==> src/rtl/pinmux_gpio.sv <==
module pinmux_gpio #(
  parameter int NPADS       = 16,
  parameter int NBANKS      = 2,
  parameter int NGROUPS     = 4,
  parameter int ADDR_W      = 8,
  parameter int RANGE_WORDS = 4,
  parameter int BANK_FIRST [NBANKS] = '{0, 10},
  parameter int BANK_LAST  [NBANKS] = '{9, 15},
  parameter int PEN_REG    [NBANKS] = '{2, 2},
  parameter int PEN_BIT    [NBANKS] = '{0, 16},
  parameter int PUL_REG    [NBANKS] = '{0, 1},
  parameter int PUL_BIT    [NBANKS] = '{0, 4},
  parameter int DIR_REG    [NBANKS] = '{0, 0},
  parameter int OUT_REG    [NBANKS] = '{1, 1},
  parameter int IN_REG     [NBANKS] = '{2, 2},
  parameter int GPIO_BIT   [NBANKS] = '{0, 12},
  parameter logic [NPADS-1:0] GRP_PADS [NGROUPS] = '{16'h000F, 16'h003C, 16'h0F00, 16'hC800},
  parameter int GRP_REG    [NGROUPS] = '{0, 0, 1, 1},
  parameter int GRP_BIT    [NGROUPS] = '{0, 7, 3, 31}
) (
  input  logic                            clk_i,
  input  logic                            rst_ni,
  input  logic [ADDR_W-1:0]               bus_addr_i,
  input  logic                            bus_wr_i,
  input  logic [31:0]                     bus_wdata_i,
  input  logic                            bus_rd_i,
  output logic [31:0]                     bus_rdata_o,
  input  logic [NGROUPS-1:0][NPADS-1:0]   func_oe_i,
  input  logic [NGROUPS-1:0][NPADS-1:0]   func_do_i,
  input  logic [NPADS-1:0]                pad_in_i,
  output logic [NPADS-1:0]                pad_oe_o,
  output logic [NPADS-1:0]                pad_do_o,
  output logic [NPADS-1:0]                pad_pu_o,
  output logic [NPADS-1:0]                pad_pd_o
);
  localparam int WW = ADDR_W - 2;
  localparam int K_PEN = 0, K_PUL = 1, K_DIR = 2, K_OUT = 3, K_IN = 4;

  function automatic int bank_of(int p);
    int k;
    k = 0;
    for (int b = 0; b < NBANKS; b++)
      if (p >= BANK_FIRST[b] && p <= BANK_LAST[b]) k = b;
    return k;
  endfunction

  function automatic logic [WW-1:0] fword(int kind, int p);
    int k, w;
    k = bank_of(p);
    case (kind)
      K_PEN:   w = RANGE_WORDS + PEN_REG[k];
      K_PUL:   w = 2*RANGE_WORDS + PUL_REG[k];
      K_DIR:   w = 3*RANGE_WORDS + DIR_REG[k];
      K_OUT:   w = 3*RANGE_WORDS + OUT_REG[k];
      default: w = 3*RANGE_WORDS + IN_REG[k];
    endcase
    return WW'(w);
  endfunction

  function automatic logic [4:0] fbit(int kind, int p);
    int k, b;
    k = bank_of(p);
    case (kind)
      K_PEN:   b = PEN_BIT[k];
      K_PUL:   b = PUL_BIT[k];
      default: b = GPIO_BIT[k];
    endcase
    return 5'(b + p - BANK_FIRST[k]);
  endfunction

  logic [WW-1:0]      word;
  logic               unused_addr_lsb;
  logic [NGROUPS-1:0] grp_en;
  logic [NPADS-1:0]   pen_q, pul_q, dir_q, out_q, sync_q, in_q;
  logic [NPADS-1:0]   owned, sel_oe, sel_do;
  logic [31:0]        rd_val, rdata_q;

  assign word            = bus_addr_i[ADDR_W-1:2];
  assign unused_addr_lsb = ^bus_addr_i[1:0];

  always_ff @(posedge clk_i or negedge rst_ni) begin
    if (!rst_ni) begin
      grp_en  <= '0;
      pen_q   <= '0;
      pul_q   <= '0;
      dir_q   <= '1;
      out_q   <= '0;
      sync_q  <= '0;
      in_q    <= '0;
      rdata_q <= '0;
    end else begin
      sync_q <= pad_in_i;
      in_q   <= sync_q;
      if (bus_wr_i) begin
        for (int g = 0; g < NGROUPS; g++)
          if (word == WW'(GRP_REG[g])) grp_en[g] <= bus_wdata_i[5'(GRP_BIT[g])];
        for (int p = 0; p < NPADS; p++) begin
          if (word == fword(K_PEN, p)) pen_q[p] <= bus_wdata_i[fbit(K_PEN, p)];
          if (word == fword(K_PUL, p)) pul_q[p] <= bus_wdata_i[fbit(K_PUL, p)];
          if (word == fword(K_DIR, p)) dir_q[p] <= bus_wdata_i[fbit(K_DIR, p)];
          if (word == fword(K_OUT, p)) out_q[p] <= bus_wdata_i[fbit(K_OUT, p)];
        end
      end
      if (bus_rd_i) rdata_q <= rd_val;
    end
  end

  always_comb begin
    rd_val = '0;
    for (int g = 0; g < NGROUPS; g++)
      if (word == WW'(GRP_REG[g])) rd_val[5'(GRP_BIT[g])] = grp_en[g];
    for (int p = 0; p < NPADS; p++) begin
      if (word == fword(K_PEN, p)) rd_val[fbit(K_PEN, p)] = pen_q[p];
      if (word == fword(K_PUL, p)) rd_val[fbit(K_PUL, p)] = pul_q[p];
      if (word == fword(K_DIR, p)) rd_val[fbit(K_DIR, p)] = dir_q[p];
      if (word == fword(K_OUT, p)) rd_val[fbit(K_OUT, p)] = out_q[p];
      if (word == fword(K_IN, p))  rd_val[fbit(K_IN, p)]  = in_q[p];
    end
  end

  always_comb begin
    owned  = '0;
    sel_oe = '0;
    sel_do = '0;
    for (int p = 0; p < NPADS; p++)
      for (int g = NGROUPS-1; g >= 0; g--)
        if (grp_en[g] && GRP_PADS[g][p]) begin
          owned[p]  = 1'b1;
          sel_oe[p] = func_oe_i[g][p];
          sel_do[p] = func_do_i[g][p];
        end
  end

  assign bus_rdata_o = rdata_q;
  assign pad_oe_o    = (owned & sel_oe) | (~owned & ~dir_q);
  assign pad_do_o    = (owned & sel_do) | (~owned & out_q);
  assign pad_pu_o    = pen_q & pul_q;
  assign pad_pd_o    = pen_q & ~pul_q;
endmodule

==> config.mk <==
export PLATFORM = sky130hd
export DESIGN_NAME = pinmux_gpio
export DESIGN_NICKNAME = d
export VERILOG_FILES = /design/src/rtl/pinmux_gpio.sv
export SDC_FILE = /design/constraint.sdc
export NUM_CORES = 1
export LEC_CHECK = 0
export ABC_AREA = 1
export CAP_MARGIN = 20
export CORE_MARGIN = 10
export CORE_UTILIZATION = 40
export CTS_CLUSTER_SIZE = 12
export DETAILED_ROUTE_END_ITERATION = 16
export PLACE_DENSITY = 0.77
export SYNTH_ARGS = -nofsm -noshare
export SYNTH_HDL_FRONTEND = slang
export SYNTH_SLANG_ARGS = --single-unit
==> constraint.sdc <==
create_clock -name clk_i -period 1.4 [get_ports clk_i]
set_input_delay 0.28 -clock clk_i [delete_from_list [all_inputs] [get_ports clk_i]]
set_output_delay 0.28 -clock clk_i [all_outputs]
set_load 0.1 [all_outputs]
# ---- Word level (Yosys, flattened, before mapping)
# Cells that the tools add are included.
dict set report word_totals {
  out_inout_bits 96
  in_bits 188
  wordCells 1348
  ff_bits 131
}
dict set report classes {
  muxes 667
  reduce_logical 91
  n_eq_ne 15
  n_bitwise 31
  n_lt_le_gt_ge 244
  n_addsub 287
}
# op count
set ops {}
lappend ops {{$mux 32} 108}
lappend ops {{$bwmux 32} 80}
lappend ops {{$lt 5x6->1 const B} 144}
lappend ops {{$sub 5x5->5} 144}
lappend ops {{$ge 32x2->1 const B} 20}
lappend ops {{$not 32->32} 20}
lappend ops {{$mux 5} 102}
lappend ops {{$demux 1 s5} 80}
lappend ops {{$ge 5x1->1 const B} 80}
lappend ops {{$add 5x5->5 const B} 72}
lappend ops {{$bmux 1 s5} 64}
lappend ops {{$add 5x4->5 const B} 36}
lappend ops {{$mux 1} 177}
lappend ops {{$mux 6} 24}
lappend ops {{$mux 4} 28}
lappend ops {{$add 5x3->5 const B} 18}
lappend ops {{$logic_and 1x1->1} 80}
lappend ops {{$and 16x16->16} 4}
lappend ops {{$eq 6x6->1} 8}
lappend ops {{$add 5x2->5 const B} 9}
lappend ops {{$add 5x6->6 const A} 6}
lappend ops {{$not 16->16} 2}
lappend ops {{$or 12x16->16} 2}
lappend ops {{$eq 6x4->1 const B} 5}
lappend ops {{other kinds (8)} 22}

# ---- Depth between registers and ports, before layout
dict set report logic_depth {
  word_depth 172
  ltp_mapped 10
  ltp_nobuf 9
}

# ---- Worst setup path after synthesis
# OpenSTA, ideal clock, no wires.
dict set report synth_timing {
  path_type {register to output}
  from {register grp_en[0]}
  to {output pad_oe_o[2]}
  setup_slack_ps -2804
  arrival_ps 3924
  required_ps 1120
  path_stages_with_launch 2
  n_path_buf 0
  cell_sequence {dfrtp_1 > o311ai_0}
}
dict set report synth_between {
  elab_chain_len 4
  word_cells_on_any_way 6
  cone_classes {mux: 2; bitwise: 4}
}
# element line_no
set synth_rtl {}
lappend synth_rtl {{start, declared} 73} ;# logic [NGROUPS-1:0] grp_en;
lappend synth_rtl {{start signal, assigned by index} 96} ;# if (word == WW'(GRP_REG[g])) grp_en[g] <= bus_wdata_i[5'(GRP_BIT[g])];
lappend synth_rtl {{$mux 1} 127} ;# if (grp_en[g] && GRP_PADS[g][p]) begin
lappend synth_rtl {{$not 12->16} 135} ;# assign pad_oe_o = (owned & sel_oe) | (~owned & ~dir_q);
lappend synth_rtl {{$and 16x16->16} 135}
lappend synth_rtl {{$or 12x16->16 (*)} 135}
lappend synth_rtl {{end, declared} 31} ;# output logic [NPADS-1:0] pad_oe_o,
# Every way passes the cells marked *; elsewhere a longest branch is shown, timed or not.

# ---- Worst setup path in the final report
dict set report layout_timing {
  from {register grp_en[2]}
  to {output pad_do_o[9]}
}
dict set report layout_between {
  elab_chain_len 4
  word_cells_on_any_way 6
  cone_classes {mux: 2; bitwise: 4}
}
# element line_no
set layout_rtl {}
lappend layout_rtl {{$mux 1} 127}
lappend layout_rtl {{$not 12->16} 136} ;# assign pad_do_o = (owned & sel_do) | (~owned & out_q);
lappend layout_rtl {{$and 16x16->16} 136}
lappend layout_rtl {{$or 12x16->16 (*)} 136}
lappend layout_rtl {{end, declared} 32} ;# output logic [NPADS-1:0] pad_do_o,
# Marks and branches as above.

==> results_dict.tcl <==
set metrics [dict create \
    status "finished, violations left" \
    failed_checks "setup timing" \
    worstSetupStartpointType "flip-flop" \
    grt_start_max_net_pins 34 \
    worst_path_most_repeated_cell "buf_12" \
    fin_nets 1076 \
    final.setup.worst_slack_ns -0.396 \
    startpoint "grp_en[2]$_DFFE_PN0P_" \
    worst-path-buf-inv 2 \
    crit_type "reg2out" \
    hold_viol 0 \
    core_sq_um 13200 \
    clock-sinks 119 \
    antenna_found_initial 1 \
    timing.final.crit_share_pct 128 \
    drv_cap 0 \
    ys_ff_latch 119 \
    ys.flop_type "dfrtp_1" \
    dr.pass1.iters 5 \
    drv_slew 0 \
    fin_crit_ns 1.80 \
    vdd_ir_drop_max_mv 0.840 \
    regToRegEndpoint "bus_rdata_o[0]$_DFFE_PN0P_" \
    fp.dieW_um 136 \
    place_congestion 0.872 \
    numCtsBuffers 17 \
    worstSetupPathDepth 4 \
    r2r_cells 9 \
    syn_area_per_cell_sq_um 8.31 \
    crit_end "pad_do_o[9]" \
    die_y_um 136 \
    port_buffers 153 \
    clock_skew_ns 0.00529 \
    wl_um 19900 \
    hold_path.class "in2async" \
    crit_family "flip-flops" \
    drive_gt1_share_pct 40.8 \
    via_per_inst 5.04 \
    grt_overflow 0 \
    dpl.hpwl_um 13800 \
    placementRows 42 \
    crit_path_end_kind "primary output" \
    fmax_mhz 557 \
    crit_chain "buf_12 -> nand2_1 -> o21ai_4 -> buf_12" \
    critical_path_arrival_ns 1.52 \
    fin_tns_setup_ns -8.22 \
    synth_edf_count 0 \
    crit_required_ns 1.12 \
    worst_path_max_delay_cell "dfrtp_4" \
    slowest_delay_ns 0.57 \
    yosysWarnings 0 \
    async_flop_share_pct 100 \
    drtIter0Drc 640 \
    syn2layout_area_growth_pct 80.1 \
    final_cell_mix "nand2_1, buf_12, dfrtp_1" \
    grt_pass1_wl_um 30700 \
    clkTransAtPathRegs_ns 0.06 \
    power.leakage_nw 4.51 \
    reg2reg_setup_slack_ns 0 \
    drc 0 \
    ant_nets 0 \
    num_io_pins 284 \
    cts.htree.levels 4 \
    grt_use_total_pct 21.3 \
    start_util_pct 40.7 \
    clk_latency_ns 0.42 \
    setup_viol 57 \
    dr_total_vias 5433 \
    reg2reg_from "grp_en[0]$_DFFE_PN0P_" \
    mostFrequentLayoutCell "nand2_1" \
    clock_path_buffers 2 \
    yosysSeqAreaShare_pct 55.7 \
    fp.dieArea_sq_um 18500 \
    dp_slack_ns -0.606 \
    fillers 852 \
    post_drt_wl_per_cell_um 18.5 \
    syn_area_sq_um 5390 \
    root_buffer "clkbuf_16" \
    power.density_nw_per_um2 1430 \
    critPathMaxFanout 8 \
    syn_inst 648 \
    cts_tree "built" \
    synth_cell_types 31 \
    first_global_vias 5588 \
    rsz0062_at_grt "true" \
]
Yosys cell counts, types with 2 or more instances:
cell type,count,share of area [%]
buf_4,18,2.5
nor2_2,2,0.23
inv_1,84,5.9
nand2_2,2,0.23
a21oi_1,6,0.56
nand4_1,3,0.35
or2_2,4,0.46
nand2_4,2,0.42
buf_6,2,0.42
nor2_1,63,4.4
buf_2,10,0.93
o31ai_1,4,0.56
clkbuf_1,9,0.63
nand2_1,191,13
dfstp_2,16,7.8
nor2_4,4,0.84
mux2_2,2,0.42
o21ai_1,2,0.19
nand3_1,30,2.8
o211ai_1,2,0.28
o21ai_0,74,6.9
a31oi_1,4,0.46
dfrtp_1,103,48
a22oi_1,4,0.56
final cells by class:
type,count,area (sq um),share of cell area (%)
sequential,119,3020,31.1
multi-input combinational,417,2320,23.9
inverter,85,325,3.35
timing repair buffer,248,3250,33.5
clock inverter,11,101,1.04
antenna,1,2.50,0.0258
clock buffer,21,460,4.75
tap,176,220,2.27
kinds of logic after synthesis:
kind of cell / synth area share (%)
flops: 55.7
buf+inv: 10.4
mux: 0.418
simple gates: 23.5
other cells: 0.0696
compound gates: 9.94
repair_timing:
| item | 4_1_cts | 5_1_grt |
|---|---|---|
| setup buffers | 43 | 13 |
| endpoints found under the setup margin | 112 | 59 |
| gates cloned | 1 | 0 |
| pin swaps | 26 | 15 |
| hold buffers | 1 | 0 |
| resized for setup | 92 | 26 |
| endpoints found under the hold margin | 15 | 0 |
power breakdown:
part	total, W	switching (W)	internal (W)
clock	0.00415	0.00162	0.00253
combinational	0.00553	0.00349	0.00204
sequential	0.00423	0.000400	0.00383
worst min-delay path by stage:
stage / to / slack, ns / cells after the start
6_report: sync_q[15]$_DFF_PN0_ / 0.30 / 2
3_3_place_gp: in_q[6]$_DFF_PN0_ / 0.20 / 1
3_5_place_dp: sync_q[15]$_DFF_PN0_ / 0.20 / 1
5_1_grt: sync_q[13]$_DFF_PN0_ / 0.29 / 1
4_1_cts: sync_q[7]$_DFF_PN0_ / 0.29 / 1
2_1_floorplan: bus_rdata_o[0]$_DFFE_PN0P_ / -0.02 / 0
per-stage QoR:
step / cell area, sq um / hold WS, ns / total power, W / cells / util [%]
floorplan: 5740 / -0.0156 / 0.00732 / 659 / -
detailed placement: 8470 / 0.202 / 0.00931 / 987 / 63.9
finish: 9700 / 0.297 / 0.0139 / 1078 / 73.3
global route: 9700 / 0.290 / 0.0143 / 1078 / 73.3
global placement: 8470 / 0.203 / 0.00924 / 987 / 63.9
CTS: 9530 / 0.287 / 0.0138 / 1064 / 71.9
flip-flops by register name (all words and copies together), names as in the netlist:
name,flops
out_q,16
dir_q,16
bus_rdata_o,20
grp_en,3
pul_q,16
sync_q,16
in_q,16
pen_q,16
metal layers:
layer	part of all wire, %	wire length (um)	track usage, %
met5	0	0	0
met4	3.4	682	8.46
met3	9.7	1930	7.23
met2	50	9880	34.9
met1	37	7450	25.3
No activity file was read; power rests on OpenSTA's default activity.
